[src/rtl/logdiv_pkg.sv]
package logdiv_pkg;

  // Stage load strobes issued by the control to the datapath.
  typedef struct packed {
    logic ldNorm;   // capture normalised operands
    logic ldLog;    // capture logarithms
    logic ldAnti;   // capture difference and antilog mantissa
    logic ldShift;  // capture shifted quotient
  } stageEn_t;

endpackage

[src/rtl/logdiv_ctrl.sv]
module logdiv_ctrl
  import logdiv_pkg::*;
(
  input  logic     clk,
  input  logic     rstN,
  input  logic     validIn,
  output stageEn_t en,
  output logic     validOut
);

  localparam int STAGES = 4;

  logic [STAGES-1:0] vPipe;

  always_ff @(posedge clk or negedge rstN) begin
    if (!rstN) vPipe <= '0;
    else       vPipe <= {vPipe[STAGES-2:0], validIn};
  end

  always_comb begin
    en.ldNorm  = validIn;
    en.ldLog   = vPipe[0];
    en.ldAnti  = vPipe[1];
    en.ldShift = vPipe[2];
  end

  assign validOut = vPipe[STAGES-1];

endmodule

[src/rtl/logdiv_logunit.sv]
module logdiv_logunit
  import logdiv_pkg::*;
#(
  parameter int DW        = 16,
  parameter int LFW       = 10,
  parameter int LW        = 16,
  parameter int CORR_BITS = 4
) (
  input  logic          clk,
  input  logic          rstN,
  input  stageEn_t      en,
  input  logic [DW-1:0] opIn,
  output logic          isZero,
  output logic [LW-1:0] logOut
);

  localparam int KW     = $clog2(DW) + 1;
  localparam int CORR_N = 1 << CORR_BITS;
  localparam int PW     = DW + LFW + 5;
  localparam logic [DW-1:0] THR = DW'($rtoi($sqrt(2.0) * (2.0 ** (DW - 1))));
  localparam int LINC   = $rtoi((2.0 ** (LFW + 2)) / $ln(2.0) + 0.5);

  // Correction table: log2(1+d) - d/ln2 at each interval centre, in units of 2^-LFW.
  logic [LW-1:0] corrRom [CORR_N];
  for (genvar j = 0; j < CORR_N; j++) begin : g_corr
    localparam real DM = -0.5 + (j + 0.5) / (1.0 * CORR_N);
    localparam real CV = ($ln(1.0 + DM) - DM) / $ln(2.0) * (2.0 ** LFW);
    assign corrRom[j] = LW'($rtoi(CV < 0.0 ? CV - 0.5 : CV + 0.5));
  end

  // Stage 1: normalise around sqrt(2).
  logic [KW-1:0]   msb, kNext, kR;
  logic [DW-1:0]   mant;
  logic signed [DW:0] dNext, dR;
  logic            zeroR;

  always_comb begin
    msb = '0;
    for (int i = 0; i < DW; i++)
      if (opIn[i]) msb = KW'(i);
    mant = DW'(opIn << (DW - 1 - int'(msb)));
    if (mant > THR) begin
      dNext = {1'b1, mant};                    // mant/2 - 1, scaled by 2^DW
      kNext = msb + KW'(1);
    end else begin
      dNext = {1'b0, mant[DW-2:0], 1'b0};      // mant - 1, scaled by 2^DW
      kNext = msb;
    end
  end

  always_ff @(posedge clk or negedge rstN) begin
    if (!rstN) begin
      kR <= '0; dR <= '0; zeroR <= 1'b0;
    end else if (en.ldNorm) begin
      kR <= kNext; dR <= dNext; zeroR <= (opIn == '0);
    end
  end

  // Stage 2: linear term plus interval correction.
  logic [CORR_BITS-1:0] idx;
  logic signed [PW-1:0] prod, lin;
  logic [LW-1:0]        logNext, logR;
  logic                 zero2R;

  always_comb begin
    idx     = {~dR[DW-1], dR[DW-2 -: CORR_BITS-1]};
    prod    = PW'(dR) * PW'(LINC);
    lin     = prod >>> (DW + 2);
    logNext = (LW'(kR) << LFW) + lin[LW-1:0] + corrRom[idx];
  end

  always_ff @(posedge clk or negedge rstN) begin
    if (!rstN) begin
      logR <= '0; zero2R <= 1'b0;
    end else if (en.ldLog) begin
      logR <= logNext; zero2R <= zeroR;
    end
  end

  assign logOut = logR;
  assign isZero = zero2R;

endmodule

[src/rtl/logdiv_datapath.sv]
module logdiv_datapath
  import logdiv_pkg::*;
#(
  parameter int DW        = 16,
  parameter int OUT_FRAC  = 8,
  parameter int LFW       = 10,
  parameter int CORR_BITS = 4,
  parameter int ANTI_BITS = 6
) (
  input  logic                   clk,
  input  logic                   rstN,
  input  stageEn_t               en,
  input  logic [DW-1:0]          yIn,
  input  logic [DW-1:0]          xIn,
  output logic [DW+OUT_FRAC-1:0] quotOut,
  output logic                   divZeroOut
);

  localparam int QW     = DW + OUT_FRAC;
  localparam int LW     = LFW + $clog2(DW) + 2;
  localparam int ZIW    = LW + 1 - LFW;
  localparam int AW     = DW;                  // antilog mantissa width, one integer bit
  localparam int ANTI_N = 1 << ANTI_BITS;
  localparam int WW     = QW + AW;
  localparam int SHOFF  = (AW - 1) - OUT_FRAC;

  // Operand 0 is the dividend, operand 1 the divisor.
  logic [DW-1:0] opArr   [2];
  logic [LW-1:0] logArr  [2];
  logic          zeroArr [2];

  assign opArr[0] = yIn;
  assign opArr[1] = xIn;

  for (genvar g = 0; g < 2; g++) begin : g_log
    logdiv_logunit #(.DW(DW), .LFW(LFW), .LW(LW), .CORR_BITS(CORR_BITS)) u_log (
      .clk(clk), .rstN(rstN), .en(en), .opIn(opArr[g]),
      .isZero(zeroArr[g]), .logOut(logArr[g])
    );
  end

  // Antilog table: 2^((i+0.5)/ANTI_N), one integer bit, AW-1 fraction bits.
  logic [AW-1:0] antiRom [ANTI_N];
  for (genvar i = 0; i < ANTI_N; i++) begin : g_anti
    assign antiRom[i] = AW'($rtoi((2.0 ** ((i + 0.5) / (1.0 * ANTI_N))) * (2.0 ** (AW - 1)) + 0.5));
  end

  // Stage 3: subtract logarithms, look up fractional antilog.
  logic [LW:0]    zDiff;
  logic [AW-1:0]  mantR;
  logic [ZIW-1:0] ziR;
  logic           dz3R, yz3R;

  assign zDiff = {logArr[0][LW-1], logArr[0]} - {logArr[1][LW-1], logArr[1]};

  always_ff @(posedge clk or negedge rstN) begin
    if (!rstN) begin
      mantR <= '0; ziR <= '0; dz3R <= 1'b0; yz3R <= 1'b0;
    end else if (en.ldAnti) begin
      mantR <= antiRom[zDiff[LFW-1 -: ANTI_BITS]];
      ziR   <= zDiff[LW:LFW];
      dz3R  <= zeroArr[1];
      yz3R  <= zeroArr[0];
    end
  end

  // Stage 4: barrel shift by the integer part, saturate or truncate.
  int            shAmt;
  logic [WW-1:0] wide;
  logic          sat;
  logic [QW-1:0] shifted, quotNext;

  always_comb begin
    shAmt   = int'($signed(ziR)) - SHOFF;
    wide    = '0;
    sat     = 1'b0;
    shifted = '0;
    if (shAmt >= 0) begin
      if (shAmt > QW) sat = 1'b1;
      else begin
        wide    = WW'(mantR) << shAmt;
        sat     = |wide[WW-1:QW];
        shifted = wide[QW-1:0];
      end
    end else if (-shAmt < AW) begin
      shifted = QW'(mantR >> (-shAmt));
    end
    if (dz3R)      quotNext = '1;
    else if (yz3R) quotNext = '0;
    else if (sat)  quotNext = '1;
    else           quotNext = shifted;
  end

  always_ff @(posedge clk or negedge rstN) begin
    if (!rstN) begin
      quotOut <= '0; divZeroOut <= 1'b0;
    end else if (en.ldShift) begin
      quotOut <= quotNext; divZeroOut <= dz3R;
    end
  end

endmodule

[src/rtl/logdiv_approx.sv]
module logdiv_approx
  import logdiv_pkg::*;
#(
  parameter int DW        = 16,
  parameter int OUT_FRAC  = 8,
  parameter int LFW       = 10,
  parameter int CORR_BITS = 4,
  parameter int ANTI_BITS = 6
) (
  input  logic                   clk,
  input  logic                   rstN,
  input  logic                   validIn,
  input  logic [DW-1:0]          yIn,
  input  logic [DW-1:0]          xIn,
  output logic                   validOut,
  output logic [DW+OUT_FRAC-1:0] quotOut,
  output logic                   divZeroOut
);

  stageEn_t en;

  logdiv_ctrl u_ctrl (
    .clk(clk), .rstN(rstN), .validIn(validIn), .en(en), .validOut(validOut)
  );

  logdiv_datapath #(
    .DW(DW), .OUT_FRAC(OUT_FRAC), .LFW(LFW),
    .CORR_BITS(CORR_BITS), .ANTI_BITS(ANTI_BITS)
  ) u_dp (
    .clk(clk), .rstN(rstN), .en(en), .yIn(yIn), .xIn(xIn),
    .quotOut(quotOut), .divZeroOut(divZeroOut)
  );

endmodule

[config.mk]
export PLATFORM = sky130hd
export DESIGN_NAME = logdiv_approx
export DESIGN_NICKNAME = d
export VERILOG_FILES = /design/src/rtl/logdiv_pkg.sv /design/src/rtl/logdiv_ctrl.sv /design/src/rtl/logdiv_logunit.sv /design/src/rtl/logdiv_datapath.sv /design/src/rtl/logdiv_approx.sv
export SDC_FILE = /design/constraint.sdc
export NUM_CORES = 1
export LEC_CHECK = 0
export BUFFER_PORTS_ARGS = -buffer_cell sky130_fd_sc_hd__buf_2
export CAP_MARGIN = 25
export CORE_MARGIN = 2
export CORE_UTILIZATION = 60
export CTS_CLUSTER_SIZE = 14
export DETAILED_ROUTE_END_ITERATION = 7
export PLACE_DENSITY = 0.77
export SYNTH_ARGS = -nofsm -noshare
export SYNTH_HDL_FRONTEND = slang
export SYNTH_HIERARCHICAL = 1
export SYNTH_SLANG_ARGS = --single-unit
[constraint.sdc]
create_clock -name clk -period 24.5 [get_ports clk]
set_input_delay 3.675 -clock clk [delete_from_list [all_inputs] [get_ports clk]]
set_output_delay 3.675 -clock clk [all_outputs]
set_load 0.02 [all_outputs]
==> Implementation_results.wiki, run 1 <==
{| class="wikitable"
! Metric !! Value
|-
| CTS tree || done
|-
| Count of endpoints failing setup in the final report || 0
|-
| CP Data Required Time || 24,790 ps
|-
| Origin of the critical flop-to-flop path || u_dp/g_log[1].u_log/dR[5]$_DFFE_PN0P_
|-
| Reg-to-reg critical path endpoint || u_dp/g_log[1].u_log/logOut[15]$_DFFE_PN0P_
|-
| Placement Rows || 71
|-
| Max Cap Viol || 0
|-
| Warnings, synthesis || 6
|-
| Global-route layer with the greatest usage || met2
|-
| Count of distinct cell types in the synthesized netlist || 114
|-
| Die area || 39,800 um2
|-
| Share of flip-flops with an asynchronous set or reset after synthesis || 100.0%
|-
| Final GP Congestion || 0.9639
|-
| Classification of the worst-slack hold path || reg -> reg
|-
| Area taken by flip-flops and latches || 3353 um2
|-
| Count of nets left with antenna violations after detail routing || 0
|-
| Maximum clock path buffer count || 2
|-
| End point of the worst hold path || u_dp/g_log[1].u_log/kR[2]$_DFFE_PN0P_
|-
| Core Footprint || 37,670 um2
|-
| Routed via count || 20,007
|-
| Leading cell type in the layout, fill and taps excluded || sky130_fd_sc_hd__inv_1
|-
| Net Count, Synth || 3,234
|-
| Initial DRT Pass Iterations || 8
|-
| Final hold viol count || 0
|-
| Number of buffers added on ports || 60
|-
| Synth Area per Inst || 8.453 um2
|-
| Count of flip-flops with a built-in enable after synthesis || 0
|-
| Diode count || 0
|-
| Clock latency on the worst-skew pair || 430 ps
|-
| Vias in the first global route || 19,897
|-
| Initial standard-cell utilization of the core || 60.88%
|-
| Area added between synthesis and finish || 4.987%
|-
| Post-CTS clock slew at the launch and capture registers of the worst setup and hold paths || 60 ps
|-
| Maximum number of pins on one net before global-route repair || 69
|-
| Least-Margin Pin Slew || 1027 ps
|-
| Seq/Total Area, Yosys || 14.62%
|-
| Die Height || 199.5 um
|-
| Number of H-tree levels || 4
|-
| Worst hold path depth || 2
|-
| CTS Hold Bufs || 0
|-
| Remaining Overflow, GRT || 0
|-
| FF-to-FF path depth || 32
|-
| Time the worst path needs with I/O delays and setup || 8567 ps
|-
| Net count reported at finish || 3,209
|-
| Unrepaired setup endpoints after global routing || no
|-
| Initial DRC count || 1,545
|-
| Critical path start-end classification || reg -> reg
|-
| Drc violations || 0
|-
| Met1 usage in global routing || 42.10%
|-
| Number of fill cells in the layout || 3,223
|-
| Maximum clock frequency || 116.7 MHz
|-
| Number of max-slew violations in the final report || 0
|-
| Most instantiated flip-flop cell in the synthesis netlist || sky130_fd_sc_hd__dfrtp_1
|-
| Arrival time at the worst endpoint || 8850 ps
|-
| Detailed placer's ending HPWL || 48,090 um
|-
| Worst-case clock skew || 10.23 ps
|-
| GR Layer Usage met3 || 3.629%
|-
| Wire length of the first global-routing pass || 101,400 um
|-
| Multi-input gate area in the final layout || 17,220 um2
|-
| Critical Path Start Type || flop
|-
| Post-cts resize count || 0
|-
| Setup TNS || 0 ps
|-
| Antenna violations before repair || 0
|-
| Part of the cycle the worst path needs || 34.97%
|-
| Setup slack on the worst flop-to-flop path || 15,930 ps
|-
| Result of the run || complete, no violations
|-
| Sum of routed wire length over all layers || 60,970 um
|-
| Buffer type at the clock tree root || sky130_fd_sc_hd__clkbuf_16
|-
| Commonest cells after routing, fill and taps aside || 463 x sky130_fd_sc_hd__inv_1, 321 x sky130_fd_sc_hd__ha_1, 177 x sky130_fd_sc_hd__nor2_1
|-
| Post-synth design cell area || 22,930 um2
|-
| Critical-path top delay cell || sky130_fd_sc_hd__fa_1
|-
| Max incr delay on CP || 560 ps
|-
| All-layer global routing usage || 31.58%
|-
| Hold path startpoint || u_dp/g_log[1].u_log/kR[2]$_DFFE_PN0P_
|-
| Clock sink total || 134
|-
| Post-DR wirelength/cell || 19.00 um
|-
| Share of final-layout standard cells stronger than drive strength 1 || 9.818%
|-
| Post-Synthesis Cells || 2,713
|-
| Total CTS buffers || 17
|-
| Die Span X || 199.5 um
|-
| Vias per cell || 6.233
|-
| Routing usage on met2 || 53.29%
|-
| Post-CTS Repair Setup Buffers || 0
|-
| Number of flip-flops and latches in the synthesized netlist || 134
|-
| CP endpoint kind || flop
|-
| Largest driver fanout on the critical path || 5
|-
| Headroom to the max-slew limit || 31.05%
|-
| Number of I/O pins || 61
|}
## registers in the layout, summed over array words and instances (netlist names), 2 cells and up
register / flops
u_dp/mantR: 16
u_dp/g_log.u_log/dR: 34
u_dp/ziR: 7
u_dp/g_log.u_log/zeroR: 2
u_dp/g_log.u_log/kR: 10
u_ctrl/vPipe: 4
u_dp/g_log.u_log/isZero: 2
u_dp/g_log.u_log/logOut: 32
u_dp/quotOut: 24
## logic make-up after synthesis
kind of cell	share of synthesized area, %
XOR/XNOR	3.126
AO/OA/AOI/OAI	21.29
flip-flops	14.62
multiplexers	5.860
AND/OR/NAND/NOR	12.85
buffers and inverters	10.37
adder cells (fa/ha/maj)	31.89
## Yosys cell counts (all sizes together) (19+ instances only)
cell / count / area [um2]
a211oi: 40 / 320.3
nand2b: 19 / 118.9
xnor2: 54 / 473.0
a31oi: 28 / 181.4
mux2i: 51 / 510.5
xor2: 27 / 244.0
o221ai: 26 / 227.7
o21bai: 27 / 202.7
nand2: 176 / 680.7
mux2: 52 / 585.6
ha: 322 / 4029
clkbuf: 73 / 274.0
inv: 469 / 1760
nor2: 182 / 705.7
o211ai: 32 / 274.0
fa: 164 / 3283
a21o: 25 / 187.7
nand3: 68 / 345.3
o22ai: 21 / 131.4
nor3: 47 / 255.3
a21oi: 158 / 813.3
dfrtp: 134 / 3353
buf: 51 / 324.1
o31ai: 35 / 324.1
o21ai: 145 / 740.7
## area by class of cell
cell class / instances / area share (%)
Multi-Input combinational cell: 1981 / 71.52
Clock buffer: 19 / 1.881
Sequential cell: 134 / 13.93
Inverter: 474 / 7.390
Tap cell: 511 / 2.656
Clock inverter: 11 / 0.7276
Timing Repair Buffer: 80 / 1.897
## metrics by stage
step           area, um2  setup WS [ps]  hold slack [ps]  utilization, %  instances
2_1_floorplan      22930          16740            351.9               -       2713
3_3_place_gp       23450          16310            475.7           62.25       3180
3_5_place_dp       23450          16030            482.0           62.25       3180
4_1_cts            24080          16000            495.2           63.92       3210
5_1_grt            24080          15210            515.5           63.92       3210
6_report           24080          15930            492.5           63.92       3210
## worst max path at each step
stage / depth (start not counted) / to / start / slack, ps
after floorplan: 32 / u_dp/g_log[1].u_log/logOut[15]$_DFFE_PN0P_ / u_dp/g_log[1].u_log/dR[5]$_DFFE_PN0P_ / 16740
after global placement: 32 / u_dp/g_log[1].u_log/logOut[15]$_DFFE_PN0P_ / u_dp/g_log[1].u_log/dR[5]$_DFFE_PN0P_ / 16310
after detailed placement: 32 / u_dp/g_log[1].u_log/logOut[15]$_DFFE_PN0P_ / u_dp/g_log[1].u_log/dR[5]$_DFFE_PN0P_ / 16030
after CTS: 32 / u_dp/g_log[1].u_log/logOut[15]$_DFFE_PN0P_ / u_dp/g_log[1].u_log/dR[5]$_DFFE_PN0P_ / 16000
after global routing: 32 / u_dp/g_log[1].u_log/logOut[15]$_DFFE_PN0P_ / u_dp/g_log[1].u_log/dR[5]$_DFFE_PN0P_ / 15210
final: 32 / u_dp/g_log[1].u_log/logOut[15]$_DFFE_PN0P_ / u_dp/g_log[1].u_log/dR[5]$_DFFE_PN0P_ / 15930
## metal layers
metal	part of all wire (%)	vias to the layer above
li1	-	9397
met1	44	9693
met2	48	773
met3	5.4	144
met4	3.0	0
met5	0	-
## worst max-delay path, delay by kind of cell, from the launching register on
family	cells	cell delay, ps
adders and majority gates	9	3880
buffers and inverters	4	330
AOI/OAI and AO/OA	15	2880
and+or+nand+nor	3	740
DFF	1	480
xor gates and xnor gates	1	140
Power of run 1 is left out: the tool's default activity adds up to more than one toggle a clock period on the data nets, which glitch-free logic cannot reach.
==> run 2: changes to the inputs <==
Settings changed: PLACE_DENSITY 0.77 to 0.8.
Clock period 24.5 ns to 7.1 ns, I/O delays scaled along.
==> run 2 against run 1 <==
Against the previous run:
- the flow now finishes with violations (setup timing)
- global-route usage increased by 2.2 points
- largest cell class unchanged
- critical path depth increased by 1
- maximum frequency increased by 12%
- clock skew increased by 1.6 ps
- highest routed layer unchanged
- first-iteration DRC count increased by 20%
==> Implementation_results.wiki, run 2 (synthesized netlist as in run 1, its figures left out) <==
{| class="wikitable"
! Metric !! Value
|-
| Remaining Overflow, GRT || 0 (unchanged)
|-
| Die Height || 199.5 um (unchanged)
|-
| Most common cell type on the critical path || sky130_fd_sc_hd__fa_1
|-
| Drc violations || 0 (unchanged)
|-
| Non-filler cells, final || 3,399 (+5.9%)
|-
| Initial DRC count || 1,851 (+20%)
|-
| Die Span X || 199.5 um (unchanged)
|-
| Placement Rows || 71 (unchanged)
|-
| Clock latency on the worst-skew pair || 450 ps (+20 ps)
|-
| GR Layer Usage met3 || 4.759% (+1.1 points)
|-
| Headroom to the max-slew limit || 35.64% (+4.6 points)
|-
| Placed insts || 3,322 (+4.5%)
|-
| Multi-input gate area in the final layout || 18,010 um2 (+4.6%)
|-
| Hold path startpoint || u_dp/g_log[1].u_log/kR[1]$_DFFE_PN0P_
|-
| Vias in the first global route || 21,136 (+6.2%)
|-
| Antenna violations before repair || 0 (unchanged)
|-
| Number of I/O pins || 61 (unchanged)
|-
| Critical path start-end classification || reg -> reg
|-
| Area added between synthesis and finish || 14.46%
|-
| Area taken by flip-flops and latches || 3356 um2 (about the same)
|-
| Leading cell type in the layout, fill and taps excluded || sky130_fd_sc_hd__inv_1
|-
| Worst hold path depth || 2 (unchanged)
|-
| Number of fill cells in the layout || 2,761 (-14%)
|-
| Global-route layer with the greatest usage || met2
|-
| Max incr delay on CP || 610 ps (+50 ps)
|-
| Critical-path top delay cell || sky130_fd_sc_hd__fa_1
|-
| Classification of the worst-slack hold path || reg -> reg
|-
| Commonest cells after routing, fill and taps aside || 427 x sky130_fd_sc_hd__inv_1, 288 x sky130_fd_sc_hd__ha_1, 204 x sky130_fd_sc_hd__buf_4
|-
| Unrepaired setup endpoints after global routing || yes
|-
| Sum of routed wire length over all layers || 70,250 um (+15%)
|-
| FF-to-FF path depth || 33 (+3.1%)
|-
| End point of the worst hold path || u_dp/g_log[1].u_log/kR[1]$_DFFE_PN0P_
|-
| Diode count || 0 (unchanged)
|-
| Routing usage on met2 || 58.26% (+5.0 points)
|-
| Part of the cycle the worst path needs || 107.4% (+72 points)
|-
| CTS tree || done
|-
| Post-DR wirelength/cell || 20.67 um (+8.8%)
|-
| Max FFs per register || 34 (unchanged)
|-
| Clock sink total || 134 (unchanged)
|-
| Die area || 39,800 um2 (unchanged)
|-
| Post-CTS clock slew at the launch and capture registers of the worst setup and hold paths || 70 ps (about the same)
|-
| Setup slack on the worst flop-to-flop path || -520 ps (-16,460 ps)
|-
| Number of buffers added on ports || 60 (unchanged)
|-
| Largest driver fanout on the critical path || 4 (-1)
|-
| Initial DRT Pass Iterations || 6 (-2)
|-
| All-layer global routing usage || 33.79% (+2.2 points)
|-
| Detailed placer's ending HPWL || 49,000 um (+1.9%)
|-
| Worst-case clock skew || 11.84 ps (+1.612 ps)
|-
| Core Footprint || 37,670 um2 (unchanged)
|-
| Maximum clock frequency || 131.2 MHz (+12%)
|-
| Maximum clock path buffer count || 2 (unchanged)
|-
| Initial standard-cell utilization of the core || 60.88% (unchanged)
|-
| Buffer type at the clock tree root || sky130_fd_sc_hd__clkbuf_16
|-
| Largest Register || u_dp/g_log.u_log/dR
|-
| CP endpoint kind || flop
|-
| Number of H-tree levels || 4 (unchanged)
|-
| Max Cap Viol || 0 (unchanged)
|-
| Arrival time at the worst endpoint || 7940 ps (-910 ps)
|-
| Total CTS buffers || 17 (unchanged)
|-
| Worst Hold Slack || 499.0 ps (+6.473 ps)
|-
| Final hold viol count || 0 (unchanged)
|-
| Minimum setup slack in the final design || -522.4 ps (-16,460 ps)
|-
| Result of the run || finished with violations
|-
| Net count reported at finish || 3,397 (+5.9%)
|-
| Routed via count || 21,550 (+7.7%)
|-
| Critical path's top delay family || adder cells
|-
| Buf/Inv on CP || 7 (+3)
|-
| Reg-to-reg critical path endpoint || u_dp/g_log[0].u_log/logOut[15]$_DFFE_PN0P_
|-
| Maximum number of pins on one net before global-route repair || 73 (+5.8%)
|-
| Share of final-layout standard cells stronger than drive strength 1 || 20.39% (+11 points)
|-
| Wire length of the first global-routing pass || 107,300 um (+5.8%)
|-
| Final GP Congestion || 0.9652 (+0.13%)
|-
| Setup TNS || -4563 ps (-4563 ps)
|-
| Vias per cell || 6.340 (+1.7%)
|-
| Critical Path Start Type || flop
|-
| CTS Hold Bufs || 0 (unchanged)
|-
| Origin of the critical flop-to-flop path || u_dp/g_log[0].u_log/dR[6]$_DFFE_PN0P_
|-
| Count of nets left with antenna violations after detail routing || 0 (unchanged)
|-
| Least-Margin Pin Slew || 938.5 ps (-88.43 ps)
|-
| Violated checks || setup timing
|-
| Count of endpoints failing setup in the final report || 17 (+17)
|-
| Number of max-slew violations in the final report || 0 (unchanged)
|-
| Met1 usage in global routing || 42.38% (+0.28 points)
|-
| CP Data Required Time || 7420 ps (-17,370 ps)
|-
| Time the worst path needs with I/O delays and setup || 7622 ps (-944.8 ps)
|}
## run 2: layout make-up
cell class / instances / share of cell area (%)
clock inverters: 13 / 0.5625
inverters: 474 / 6.797
well taps: 511 / 2.436
flip-flops and latches: 134 / 12.78
repair buffers: 268 / 7.174
multi-input cells: 1981 / 68.61
clock buffers: 18 / 1.635
## run 2: how the worst max path moves through the flow
stage	from	to	slack, ps	cells past startpoint
detailed placement	u_dp/g_log[1].u_log/dR[7]$_DFFE_PN0P_	u_dp/g_log[1].u_log/logOut[14]$_DFFE_PN0P_	-480	35
finish	u_dp/g_log[0].u_log/dR[6]$_DFFE_PN0P_	u_dp/g_log[0].u_log/logOut[15]$_DFFE_PN0P_	-520	33
floorplan	u_dp/g_log[1].u_log/dR[5]$_DFFE_PN0P_	u_dp/g_log[1].u_log/logOut[15]$_DFFE_PN0P_	-90	32
CTS	u_dp/g_log[1].u_log/dR[6]$_DFFE_PN0P_	u_dp/g_log[1].u_log/logOut[15]$_DFFE_PN0P_	-270	33
global placement	u_dp/g_log[0].u_log/dR[3]$_DFFE_PN0P_	u_dp/g_log[0].u_log/logOut[13]$_DFFE_PN0P_	-260	32
global route	u_dp/g_log[0].u_log/dR[6]$_DFFE_PN0P_	u_dp/g_log[0].u_log/logOut[15]$_DFFE_PN0P_	-730	33
## run 2: per-layer routing
metal,vias up,share of wire [%]
met5,-,0
met4,0,4.9
met3,277,6.8
met2,1051,49
met1,10447,40
li1,9775,-
## run 2: worst register-to-register path: cells and delay by family, from the launching register on
family / cells / cell delay (ps)
fa+ha+maj: 9 / 3740
xor+xnor: 2 / 330
compound gates: 12 / 1790
flops: 1 / 360
simple gates: 3 / 540
buf+inv: 7 / 720
## run 2: metrics by stage
stage          setup WS, ps  instance area [um2]  utilization [%]
2_1_floorplan        -85.34                23100                -
3_3_place_gp         -259.5                24690            65.54
3_5_place_dp         -480.6                24690            65.54
4_1_cts              -266.0                25820            68.54
5_1_grt              -731.8                26250            69.69
6_report             -522.4                26250            69.69
## run 2: repair_timing
item / 4_1_cts / 5_1_grt
pin swaps: 94 / 72
hold endpoints to repair: 0 / 0
gates resized for setup: 59 / 64
setup endpoints to repair: 16 / 19
setup buffers: 30 / 17
Power of run 2 is left out for the same reason.
